$ cat src/rtl/ldu_pkg.sv
package ldu_pkg;
  localparam int WORD_W = 32;

  typedef enum logic [1:0] {
    SZ_BYTE = 2'd0,
    SZ_HALF = 2'd1,
    SZ_WORD = 2'd2
  } ld_size_e;

  typedef enum logic [2:0] {
    AM_PLAIN   = 3'd0,
    AM_PREINC  = 3'd1,
    AM_PREDEC  = 3'd2,
    AM_POSTINC = 3'd3,
    AM_POSTDEC = 3'd4
  } ld_mode_e;
endpackage

$ cat src/rtl/ldu_addr_gen.sv
module ldu_addr_gen
  import ldu_pkg::*;
#(
  parameter int AW = 32
) (
  input  logic [AW-1:0] base,
  input  logic [AW-1:0] offr,
  input  logic [4:0]    imm,
  input  logic [1:0]    size,
  input  logic [2:0]    mode,
  input  logic          use_reg,
  input  logic          off_given,
  input  logic          scaled,
  output logic [AW-1:0] acc_addr,
  output logic [AW-1:0] new_base,
  output logic          wb,
  output logic          misal
);
  logic [AW-1:0] raw, step;
  logic [1:0]    shamt;
  logic          dec, post;

  always_comb begin
    // offset source, with a unit default for the stepping modes
    if (!off_given)
      raw = (mode == AM_PLAIN) ? '0 : AW'(1);
    else if (use_reg)
      raw = offr;
    else
      raw = AW'(imm);

    case (size)
      SZ_BYTE: shamt = 2'd0;
      SZ_HALF: shamt = 2'd1;
      default: shamt = 2'd2;
    endcase
    step = scaled ? (raw << shamt) : raw;

    dec  = (mode == AM_PREDEC)  || (mode == AM_POSTDEC);
    post = (mode == AM_POSTINC) || (mode == AM_POSTDEC);
    wb   = (mode == AM_PREINC) || (mode == AM_PREDEC) || post;

    new_base = dec ? (base - step) : (base + step);
    acc_addr = post ? base : new_base;

    case (size)
      SZ_BYTE: misal = 1'b0;
      SZ_HALF: misal = acc_addr[0];
      default: misal = |acc_addr[1:0];
    endcase
  end
endmodule

$ cat src/rtl/ldu_extract.sv
module ldu_extract
  import ldu_pkg::*;
(
  input  logic [WORD_W-1:0] word,
  input  logic [1:0]        lane,
  input  logic [1:0]        size,
  input  logic              sgn,
  output logic [WORD_W-1:0] val
);
  logic [7:0]  b;
  logic [15:0] h;

  always_comb begin
    case (lane)
      2'd0:    b = word[7:0];
      2'd1:    b = word[15:8];
      2'd2:    b = word[23:16];
      default: b = word[31:24];
    endcase
    h = lane[1] ? word[31:16] : word[15:0];

    case (size)
      SZ_BYTE: val = {{(WORD_W-8){sgn & b[7]}}, b};
      SZ_HALF: val = {{(WORD_W-16){sgn & h[15]}}, h};
      default: val = word;
    endcase
  end
endmodule

$ cat src/rtl/ld_pipe_unit.sv
module ld_pipe_unit
  import ldu_pkg::*;
#(
  parameter int AW = 32,
  parameter int RI = 5
) (
  input  logic              clk,
  input  logic              rst,
  input  logic              iss_valid,
  input  logic              iss_pred,
  input  logic [1:0]        iss_size,
  input  logic              iss_signed,
  input  logic [2:0]        iss_mode,
  input  logic              iss_use_reg,
  input  logic              iss_off_given,
  input  logic              iss_scaled,
  input  logic [4:0]        iss_imm,
  input  logic [AW-1:0]     iss_base,
  input  logic [AW-1:0]     iss_offr,
  input  logic [RI-1:0]     iss_base_idx,
  input  logic [RI-1:0]     iss_dst,
  output logic              mem_re,
  output logic [AW-1:0]     mem_addr,
  input  logic [WORD_W-1:0] mem_rdata,
  output logic              base_we,
  output logic [RI-1:0]     base_idx,
  output logic [AW-1:0]     base_val,
  output logic              misalign,
  output logic              dst_we,
  output logic [RI-1:0]     dst_idx,
  output logic [WORD_W-1:0] dst_val
);
  // stages E1..E3 carry a tag; E3 also holds the returned word
  localparam int TAG_STAGES = 3;

  typedef struct packed {
    logic          v;
    logic [RI-1:0] dst;
    logic [1:0]    size;
    logic          sgn;
    logic [1:0]    lane;
  } tag_t;

  logic [AW-1:0] acc_addr, new_base;
  logic          wb, misal, go;

  ldu_addr_gen #(.AW(AW)) u_agen (
    .base     (iss_base),
    .offr     (iss_offr),
    .imm      (iss_imm),
    .size     (iss_size),
    .mode     (iss_mode),
    .use_reg  (iss_use_reg),
    .off_given(iss_off_given),
    .scaled   (iss_scaled),
    .acc_addr (acc_addr),
    .new_base (new_base),
    .wb       (wb),
    .misal    (misal)
  );

  assign go = iss_valid & iss_pred;

  tag_t              tg [TAG_STAGES];
  logic [WORD_W-1:0] rdata_q;
  logic              e4_v;
  logic [RI-1:0]     e4_dst;
  logic [WORD_W-1:0] e4_val, ext_val;

  // E1: address, base update, alignment, read request
  always_ff @(posedge clk) begin
    if (rst) begin
      mem_re   <= 1'b0;
      base_we  <= 1'b0;
      misalign <= 1'b0;
      mem_addr <= '0;
      base_idx <= '0;
      base_val <= '0;
      tg[0]    <= '0;
    end else begin
      mem_re   <= go & ~misal;
      mem_addr <= acc_addr;
      base_we  <= go & wb;
      base_idx <= iss_base_idx;
      base_val <= new_base;
      misalign <= go & misal;
      tg[0]    <= '{v: go & ~misal, dst: iss_dst, size: iss_size,
                    sgn: iss_signed, lane: acc_addr[1:0]};
    end
  end

  // E2..E3 tag shift; E3 captures the memory word
  always_ff @(posedge clk) begin
    if (rst) begin
      for (int k = 1; k < TAG_STAGES; k++) tg[k] <= '0;
    end else begin
      for (int k = 1; k < TAG_STAGES; k++) tg[k] <= tg[k-1];
    end
  end

  always_ff @(posedge clk) begin
    if (tg[TAG_STAGES-2].v) rdata_q <= mem_rdata;
  end

  ldu_extract u_ext (
    .word(rdata_q),
    .lane(tg[TAG_STAGES-1].lane),
    .size(tg[TAG_STAGES-1].size),
    .sgn (tg[TAG_STAGES-1].sgn),
    .val (ext_val)
  );

  // E4: extended value; E5: destination writeback
  always_ff @(posedge clk) begin
    if (rst) begin
      e4_v    <= 1'b0;
      e4_dst  <= '0;
      e4_val  <= '0;
      dst_we  <= 1'b0;
      dst_idx <= '0;
      dst_val <= '0;
    end else begin
      e4_v    <= tg[TAG_STAGES-1].v;
      e4_dst  <= tg[TAG_STAGES-1].dst;
      e4_val  <= ext_val;
      dst_we  <= e4_v;
      dst_idx <= e4_dst;
      dst_val <= e4_val;
    end
  end
endmodule

$ cat config.mk
export PLATFORM = sky130hd
export DESIGN_NAME = ld_pipe_unit
export DESIGN_NICKNAME = d
export VERILOG_FILES = /design/src/rtl/ldu_pkg.sv /design/src/rtl/ldu_addr_gen.sv /design/src/rtl/ldu_extract.sv /design/src/rtl/ld_pipe_unit.sv
export SDC_FILE = /design/constraint.sdc
export NUM_CORES = 1
export LEC_CHECK = 0
export CAP_MARGIN = 20
export CORE_UTILIZATION = 34
export CTS_CLUSTER_DIAMETER = 50
export CTS_CLUSTER_SIZE = 8
export DETAILED_ROUTE_END_ITERATION = 8
export DONT_BUFFER_PORTS = 1
export PLACE_DENSITY = 0.6
export SYNTH_ARGS = -nofsm -noshare
export SYNTH_HDL_FRONTEND = slang
export SYNTH_SLANG_ARGS = --single-unit
$ cat constraint.sdc
create_clock -name clk -period 7.4 [get_ports clk]
set_input_delay 1.11 -clock clk [delete_from_list [all_inputs] [get_ports clk]]
set_output_delay 1.11 -clock clk [all_outputs]
set_load 0.005 [all_outputs]
==> impl_metrics.env, run 1 <==
export IMPL_start_util_pct=34.8
export IMPL_rsz0062_at_grt="false"
export IMPL_yosysSeqAreaShare_pct=46.5
export IMPL_hold_viol=0
export IMPL_antenna_found_initial=3
export IMPL_synth_edf_count=32
export IMPL_ys_ff_latch=210
export IMPL_drt_iter0_drc=596
export IMPL_drv_slew=0
export IMPL_fin_cells=1418
export IMPL_synthTopCellsByArea="dfxtp_1, edfxtp_1, nor2b_1"
export IMPL_clock_sinks=210
export IMPL_cts_tree="done"
export IMPL_first_pass_iters=5
export IMPL_grt_pass1_vias=7211
export IMPL_avgSynthCellArea_um2=9.33
export IMPL_cts_clk_slew_worst_paths_ns=0.05
export IMPL_place_gp_congestion=0.899
export IMPL_postCtsHoldBufs=0
export IMPL_drc=0
export IMPL_io_pins=234
export IMPL_syn_area_um2=9720
export IMPL_fin_util_pct=39.2
export IMPL_grt_overflow=0
export IMPL_grt_max_degree=185
export IMPL_worstSkewPairLatency_ns=0.50
export IMPL_dieWidth_um=171
export IMPL_power_density_nw_per_um2=301
export IMPL_ant_nets=0
export IMPL_yosysTopAreaCell="dfxtp_1"
export IMPL_critical_path_max_stage_delay_ns=0.49
export IMPL_die_h_um=171
export IMPL_grt_first_pass_wirelength_um=40800
export IMPL_ys_warnings_count=0
export IMPL_layout_min_cycle_time_ns=5.40
export IMPL_post_cts_setup_buffer_count=0
export IMPL_drive_gt1_share_pct=6.84
export IMPL_tightest_slew_ns=1.05
export IMPL_layout_nets=1178
export IMPL_worst_clock_skew_ns=0.0128
export IMPL_cp_max_fo=12
export IMPL_maxCapViolCount=0
export IMPL_post_route_period_util_pct=73.0
export IMPL_syn_num_nets=1199
export IMPL_outcome="completed"
export IMPL_design_die_area_um2=29300
export IMPL_root_buffer="clkbuf_16"
export IMPL_clockBufferDepth=3
export IMPL_required_ns=7.76
export IMPL_place_inst=1362
export IMPL_end_kind="flop"
export IMPL_crit_chain="nor4_1 > a21o_1 > o22ai_1 > a21oi_1 > ha_1 > nor4b_1 > and4_1 > nor2_1 > xor2_1 > ha_1 > a2111oi_0 > o21ai_0 > o211ai_1 > a211oi_1 > o221ai_1 > o21bai_1 > o31ai_1 > xor2_1 > a211oi_1"
export IMPL_dp_hpwl_um=19700
export IMPL_core_um2=27900
export IMPL_cp_slowest_cell="nor4_1"
export IMPL_peakVddDrop_uv=133
export IMPL_relSlewSlack_pct=30.0
export IMPL_path_delay_family="compound AO/OA/AOI/OAI gates"
export IMPL_syn_to_final_growth_pct=12.6
export IMPL_num_vias=7500
export IMPL_min_path_type="reg -> reg"
export IMPL_numCtsBuffers=34
export IMPL_rows=61
export IMPL_setup_viol=0
export IMPL_port_buffers=0
export IMPL_syn_inst=1042
export IMPL_cts_resized=0
export IMPL_cp_num_buf_inv=0
export IMPL_h_tree_depth=2
export IMPL_wire_per_inst_um=18.9
export IMPL_async_reset_ff_share_pct=0
export IMPL_p_total_w=0.00329
export IMPL_synth_main_ff_cell="dfxtp_1"
export IMPL_fmax_mhz=185
export IMPL_synth_distinct_cells=79
export IMPL_p_leak_nw=4.15
export IMPL_viasPerCell=5.29
export IMPL_crit_type="in -> reg"
export IMPL_grt_usage_pct=18.1
export IMPL_wl_um=26900
export IMPL_cp_start_kind="input pin"
export IMPL_yosys_area_top_type_share_pct=36.6
export IMPL_final_setup_tns_ns=0
export IMPL_crit_arrival_ns=5.76
[metal layers]
layer  GRT usage, %  up-vias  wire length (µm)
met2           28.8      319             12300
met5              0        -                11
met1           22.6     3483             11200
met3           6.59       50              2790
met4           5.82        2               578
li1               -     3646                 -
[path summary, 6_finish.rpt]
| kind | startpoint | slack (ns) | to | cells past startpoint |
|---|---|---|---|---|
| max reg2reg | tg[2][1] | 4.97 | e4_val[8] | 4 |
| max | iss_off_given | 2.00 | mem_addr[29] | 19 |
| min | tg[1][1] | 0.42 | tg[2][1] | 1 |
| min reg2reg | tg[1][1] | 0.42 | tg[2][1] | 1 |
[cell usage in the layout, fill, tap and decap left out, types with 5 or more instances in the layout]
master     instances
a31oi_1           18
o211ai_1           5
and3_1             7
nand2_1           95
o221a_2            5
o31ai_1            6
o22ai_1            6
o21a_1             7
a22oi_1            8
clkbuf_16         34
dfxtp_1          178
o21bai_1           9
ha_1              32
xor2_1            34
a21o_1            10
edfxtp_1          32
nor3_1            24
o221a_1            7
inv_1             15
o21ai_1           12
clkbuf_1          10
xnor2_1           25
a21oi_1           88
nor2b_1          104
o21ai_0           27
nand2b_1           8
nand3_1           16
mux2i_1            6
nand3b_1          11
a211oi_1          11
nor2_1            90
o221ai_1           6
buf_4              5
[power breakdown]
part / switching (W) / leakage, nW / total [W] / internal [W]
logic: 0.000338 / 1.92 / 0.000578 / 0.000240
clock network: 0.000521 / 0.480 / 0.00138 / 0.000857
registers: 0.0000695 / 1.75 / 0.00134 / 0.00127
total: 0.000929 / 4.15 / 0.00329 / 0.00236
[sequential cells by signal (all words and copies together) (netlist names), 5 cells and up]
name	count
base_idx	5
base_val	32
mem_addr	32
dst_val	32
dst_idx	5
rdata_q	32
e4_dst	5
tg	30
e4_val	32
[Yosys cell counts, drive strengths merged, types with 5 or more instances]
master    n
a211oi   11
a21o     10
a21oi    88
a22oi     8
a31oi    18
and3      7
buf      20
clkbuf   43
dfxtp   178
edfxtp   32
ha       32
inv      15
mux2i     6
nand2    96
nand2b    8
nand3    16
nand3b   12
nor2     91
nor2b   104
nor3     25
o211ai    5
o21a      7
o21ai    41
o21bai    9
o221a    12
o221ai    7
o22ai     6
o31ai     6
xnor2    26
xor2     34
[stage by stage]
step	cell area, µm²	hold WS (ns)	setup slack (ns)
final	10900	0.423	2.00
after global routing	10900	0.447	1.21
after CTS	10900	0.422	2.01
after detailed placement	9930	0.421	1.52
after global placement	9930	0.415	1.51
after floorplan	9720	0.414	2.22
[area by class of cell]
class / instances / area (µm²)
Inverter: 15 / 56.3
Clock buffer: 45 / 902
Fill cell: 2805 / 17000
Tap cell: 378 / 473
Clock inverter: 8 / 83.8
Multi-Input combinational cell: 754 / 4840
Antenna cell: 2 / 5.00
Sequential cell: 210 / 4520
Timing Repair Buffer: 6 / 65.1
[logic make-up after synthesis]
| group | after synthesis | synth area share [%] |
|---|---|---|
| AOI/OAI and AO/OA | 260 | 17.8 |
| muxes | 10 | 1.16 |
| adders and majority gates | 33 | 4.32 |
| xor gates and xnor gates | 60 | 5.48 |
| buffers and inverters | 78 | 3.82 |
| and+or+nand+nor | 391 | 20.8 |
| DFF | 210 | 46.5 |
(Power assumes the default switching activity.)
==> run 2: changes to the inputs <==
==> constraint.sdc (replaced) <==
create_clock -name clk -period 5.7 [get_ports clk]
set_input_delay 0.855 -clock clk [delete_from_list [all_inputs] [get_ports clk]]
set_output_delay 0.855 -clock clk [all_outputs]
set_load 0.005 [all_outputs]
==> run 2 against run 1 <==
  * Die area is the same
  * Critical path depth increased by 3
  * Cell area grew 0.77%
  * First-iteration DRC count is 8.6% lower
  * Clock skew grew 0.0020 ns
==> impl_metrics.env, run 2 (synthesis results as in run 1) <==
export IMPL_final_cell_mix="dfxtp_1, nor2b_1, nand2_1, nor2_1, a21oi_1"
export IMPL_cp_max_fo=12
export IMPL_dieWidth_um=171
export IMPL_clock_sinks=210
export IMPL_critical_path_max_stage_delay_ns=0.35
export IMPL_hold_viol=0
export IMPL_path_delay_family="compound AO/OA/AOI/OAI gates"
export IMPL_end_kind="flop"
export IMPL_tightest_slew_ns=0.721
export IMPL_post_route_period_util_pct=82.9
export IMPL_whs_ns=0.428
export IMPL_antenna_found_initial=4
export IMPL_postCtsHoldBufs=0
export IMPL_cp_slowest_cell="ha_1"
export IMPL_grt_pass1_vias=6958
export IMPL_ant_nets=0
export IMPL_dp_hpwl_um=19700
export IMPL_die_h_um=171
export IMPL_p_leak_nw=4.21
export IMPL_crit_arrival_ns=5.15
export IMPL_place_gp_congestion=0.889
export IMPL_drive_gt1_share_pct=8.00
export IMPL_crit_type="in -> reg"
export IMPL_grt_overflow=0
export IMPL_regArea_um2=4520
export IMPL_num_vias=7438
export IMPL_setup_viol=0
export IMPL_cp_num_buf_inv=3
export IMPL_nFillCells=2813
export IMPL_wl_um=26800
export IMPL_fin_util_pct=39.5
export IMPL_port_buffers=0
export IMPL_start_util_pct=34.8
export IMPL_relSlewSlack_pct=50.7
export IMPL_min_path_type="reg -> reg"
export IMPL_final_common_cell="dfxtp_1"
export IMPL_drt_iter0_drc=545
export IMPL_fmax_mhz=212
export IMPL_p_total_w=0.00430
export IMPL_outcome="completed"
export IMPL_worst_clock_skew_ns=0.0148
export IMPL_clockBufferDepth=3
export IMPL_post_cts_setup_buffer_count=0
export IMPL_viasPerCell=5.20
export IMPL_rows=61
export IMPL_core_um2=27900
export IMPL_drv_slew=0
export IMPL_cts_clk_slew_worst_paths_ns=0.05
export IMPL_drc=0
export IMPL_final_setup_tns_ns=0
export IMPL_peakVddDrop_uv=223
export IMPL_worst_path_most_repeated_cell="buf_4"
export IMPL_grt_usage_pct=17.8
export IMPL_required_ns=6.13
export IMPL_maxCapViolCount=0
export IMPL_numCtsBuffers=34
export IMPL_layout_min_cycle_time_ns=4.72
export IMPL_root_buffer="clkbuf_16"
export IMPL_syn_to_final_growth_pct=13.5
export IMPL_cp_start_kind="input pin"
export IMPL_grt_max_degree=185
export IMPL_rsz0062_at_grt="false"
export IMPL_wire_per_inst_um=18.7
export IMPL_grt_first_pass_wirelength_um=40100
export IMPL_multi_input_area_um2=4840
export IMPL_cts_tree="done"
export IMPL_design_die_area_um2=29300
export IMPL_crit_chain="nor4_1 > buf_4 > a21o_1 > o22ai_1 > a21oi_1 > ha_1 > nor4b_1 > buf_4 > and4_1 > nor2_1 > xor2_1 > ha_1 > and4_1 > o2111a_1 > o21ai_0 > a211oi_1 > o221ai_1 > buf_4 > o21bai_1 > xor2_1 > nand2_1 > a21oi_1"
export IMPL_first_pass_iters=5
export IMPL_cts_resized=0
export IMPL_h_tree_depth=2
export IMPL_power_density_nw_per_um2=390
export IMPL_worstSkewPairLatency_ns=0.51
export IMPL_io_pins=234
export IMPL_layout_nets=1191
-- run 2: cell count changes in the layout (fill, tap and decap cells not counted), sizes merged --
cell,change
buf,+13
clkbuf,-1
clkinv,-1
clkinvlp,+1
-- run 2: metal layers --
metal | vias up | track usage, % | wire [µm]
met5 | - | 0 | 22
met4 | 4 | 5.47 | 571
met3 | 42 | 7.89 | 2970
met2 | 279 | 28.7 | 12300
met1 | 3450 | 21.2 | 10900
li1 | 3663 | - | -
-- run 2: layout make-up --
class	instances	area share, %
timing repair buffer	19	1.36
tap	378	4.29
inverter	15	0.510
antenna	2	0.0454
multi-input combinational	754	43.9
sequential	210	41.0
clock buffer	44	8.14
clock inverter	8	0.783
-- run 2: final timing paths --
check	from	to	depth (start not counted)	slack [ns]
max reg2reg	tg[2][1]	e4_val[11]	4	3.36
min	e4_val[10]	dst_val[10]	1	0.43
min reg2reg	e4_val[10]	dst_val[10]	1	0.43
max	iss_off_given	mem_addr[25]	22	0.98
-- run 2: worst reg2reg max path: stages, from the launching register on --
cell and delay [ns]:
dfxtp_1 0.76, mux2i_1 0.19, a2111oi_0 0.70, nand2_1 0.40, a21oi_1 0.22
-- run 2: where the power goes --
| group | internal, W | total (W) | switching, W |
|---|---|---|---|
| Sequential | 0.00165 | 0.00173 | 0.0000892 |
| Combinational | 0.000326 | 0.000769 | 0.000443 |
| Clock | 0.00111 | 0.00180 | 0.000687 |
| Total | 0.00308 | 0.00430 | 0.00122 |
-- run 2: metrics by stage --
stage / setup WS (ns) / std cells / instance area [µm²]
detailed placement: 0.444 / 1375 / 10000
global placement: 0.510 / 1375 / 10000
floorplan: 0.780 / 1042 / 9720
global route: 0.601 / 1428 / 11000
finish: 0.975 / 1430 / 11000
CTS: 0.947 / 1427 / 11000
==> run 3: changes to the inputs <==
==> constraint.sdc (replaced) <==
create_clock -name clk -period 5 [get_ports clk]
set_input_delay 0.75 -clock clk [delete_from_list [all_inputs] [get_ports clk]]
set_output_delay 0.75 -clock clk [all_outputs]
set_load 0.005 [all_outputs]
==> run 3 against run 2 <==
  * Critical path depth stayed put
  * Via count is 1.2% higher
  * First-iteration DRC count is 18% higher
  * Setup slack worse by 0.74 ns
  * Combinational power is 17% higher
  * Final cell count is 1.1% higher
  * Cell area is 1.7% higher
  * Die area stayed put
  * Utilization is 0.67 points higher
  * Critical endpoint is now mem_addr[30]
  * Largest cell class unchanged
  * Highest routed layer unchanged
==> impl_metrics.env, run 3 (synthesis results as in run 1) <==
export IMPL_outcome="completed"
export IMPL_grt_first_pass_wirelength_um=40300
export IMPL_layout_nets=1204
export IMPL_root_buffer="clkbuf_16"
export IMPL_grt_overflow=0
export IMPL_nFillCells=2803
export IMPL_h_tree_depth=2
export IMPL_cp_max_fo=12
export IMPL_power_density_nw_per_um2=456
export IMPL_clockBufferDepth=3
export IMPL_tightest_slew_ns=1.01
export IMPL_syn_to_final_growth_pct=15.4
export IMPL_p_leak_nw=4.31
export IMPL_rows=61
export IMPL_ant_nets=0
export IMPL_maxCapViolCount=0
export IMPL_post_cts_setup_buffer_count=0
export IMPL_viasPerCell=5.20
export IMPL_whs_ns=0.338
export IMPL_clock_sinks=210
export IMPL_dieWidth_um=171
export IMPL_post_route_period_util_pct=95.2
export IMPL_rsz0062_at_grt="false"
export IMPL_cts_resized=0
export IMPL_relSlewSlack_pct=32.8
export IMPL_drive_gt1_share_pct=9.28
export IMPL_p_total_w=0.00512
export IMPL_cp_slowest_cell="nor4_1"
export IMPL_cp_start_kind="input pin"
export IMPL_required_ns=5.38
export IMPL_cts_clk_slew_worst_paths_ns=0.05
export IMPL_grt_usage_pct=17.9
export IMPL_fmax_mhz=210
export IMPL_crit_type="in -> reg"
export IMPL_end_kind="flop"
export IMPL_first_pass_iters=5
export IMPL_setup_viol=0
export IMPL_cts_tree="done"
export IMPL_postCtsHoldBufs=0
export IMPL_hold_viol=0
export IMPL_drv_slew=0
export IMPL_numCtsBuffers=36
export IMPL_place_gp_congestion=0.920
export IMPL_final_common_cell="dfxtp_1"
export IMPL_dp_hpwl_um=19800
export IMPL_num_vias=7526
export IMPL_final_cell_mix="dfxtp_1, nor2b_1, nand2_1, nor2_1, a21oi_1"
export IMPL_start_util_pct=34.8
export IMPL_finalWorstSetupSlack_ns=0.239
export IMPL_final_setup_tns_ns=0
export IMPL_core_um2=27900
export IMPL_r2r_slack_ns=2.64
export IMPL_layout_min_cycle_time_ns=4.76
export IMPL_crit_arrival_ns=5.14
export IMPL_worstSkewPairLatency_ns=0.50
export IMPL_worst_clock_skew_ns=0.0145
export IMPL_io_pins=234
export IMPL_antenna_found_initial=3
export IMPL_grt_max_degree=185
export IMPL_critical_path_max_stage_delay_ns=0.37
export IMPL_design_die_area_um2=29300
export IMPL_dp_slack_ns=-0.256
export IMPL_min_path_type="in -> reg"
export IMPL_crit_chain="nor4_1 > a21o_1 > o22ai_1 > a21oi_1 > ha_1 > nor4b_1 > buf_4 > and4_1 > nand2_1 > nand2_1 > xnor2_1 > ha_1 > o211ai_1 > o211ai_1 > nand4b_1 > a21oi_1 > o21ai_0 > buf_4 > o21ai_1 > a311o_1 > nor4b_1 > a211o_1"
export IMPL_drt_iter0_drc=645
export IMPL_wl_um=26900
export IMPL_port_buffers=0
export IMPL_die_h_um=171
export IMPL_drc=0
export IMPL_grt_pass1_vias=7028
export IMPL_peakVddDrop_uv=224
export IMPL_wire_per_inst_um=18.6
-- run 3: worst paths after layout --
path | cells after the start | from | to
hold / removal | 0 | mem_rdata[12] | rdata_q[12]
setup / recovery | 22 | iss_off_given | mem_addr[30]
hold reg to reg | 1 | tg[1][0] | tg[2][0]
setup reg to reg | 4 | tg[2][1] | e4_val[9]
-- run 3: power breakdown --
group / leakage (nW) / internal (W) / switching [W]
clock: 0.530 / 0.00144 / 0.000797
combinational: 2.03 / 0.000389 / 0.000508
sequential: 1.75 / 0.00188 / 0.000105
total: 4.31 / 0.00371 / 0.00141
-- run 3: through the flow --
stage          instances  area, µm²  utilization (%)
2_1_floorplan       1042       9720                -
3_3_place_gp        1387      10100             36.2
3_5_place_dp        1387      10100             36.2
4_1_cts             1445      11200             40.2
5_1_grt             1445      11200             40.2
6_report            1446      11200             40.2
-- run 3: worst max-delay path: cells and delay by family --
kind,cells,cell delay (ns)
compound gates,10,2.03
xor+xnor,1,0.11
fa+ha+maj,2,0.54
buf+inv,2,0.34
simple gates,7,1.37
-- run 3: layout make-up --
| class | instances | area, µm² | share of cell area (%) |
|---|---|---|---|
| timing repair buffer | 30 | 225 | 2.01 |
| inverter | 15 | 56.3 | 0.502 |
| tap | 378 | 473 | 4.22 |
| antenna | 1 | 2.50 | 0.0223 |
| sequential | 210 | 4520 | 40.3 |
| multi-input combinational | 754 | 4840 | 43.1 |
| clock buffer | 48 | 956 | 8.52 |
| clock inverter | 10 | 144 | 1.28 |
-- run 3: per-layer routing --
| layer | up-vias | GRT usage [%] | part of all wire [%] |
|---|---|---|---|
| li1 | 3693 | - | - |
| met1 | 3482 | 22.0 | 41 |
| met2 | 305 | 29.3 | 46 |
| met3 | 42 | 6.75 | 11 |
| met4 | 4 | 4.81 | 1.6 |
| met5 | - | 0 | 0.10 |
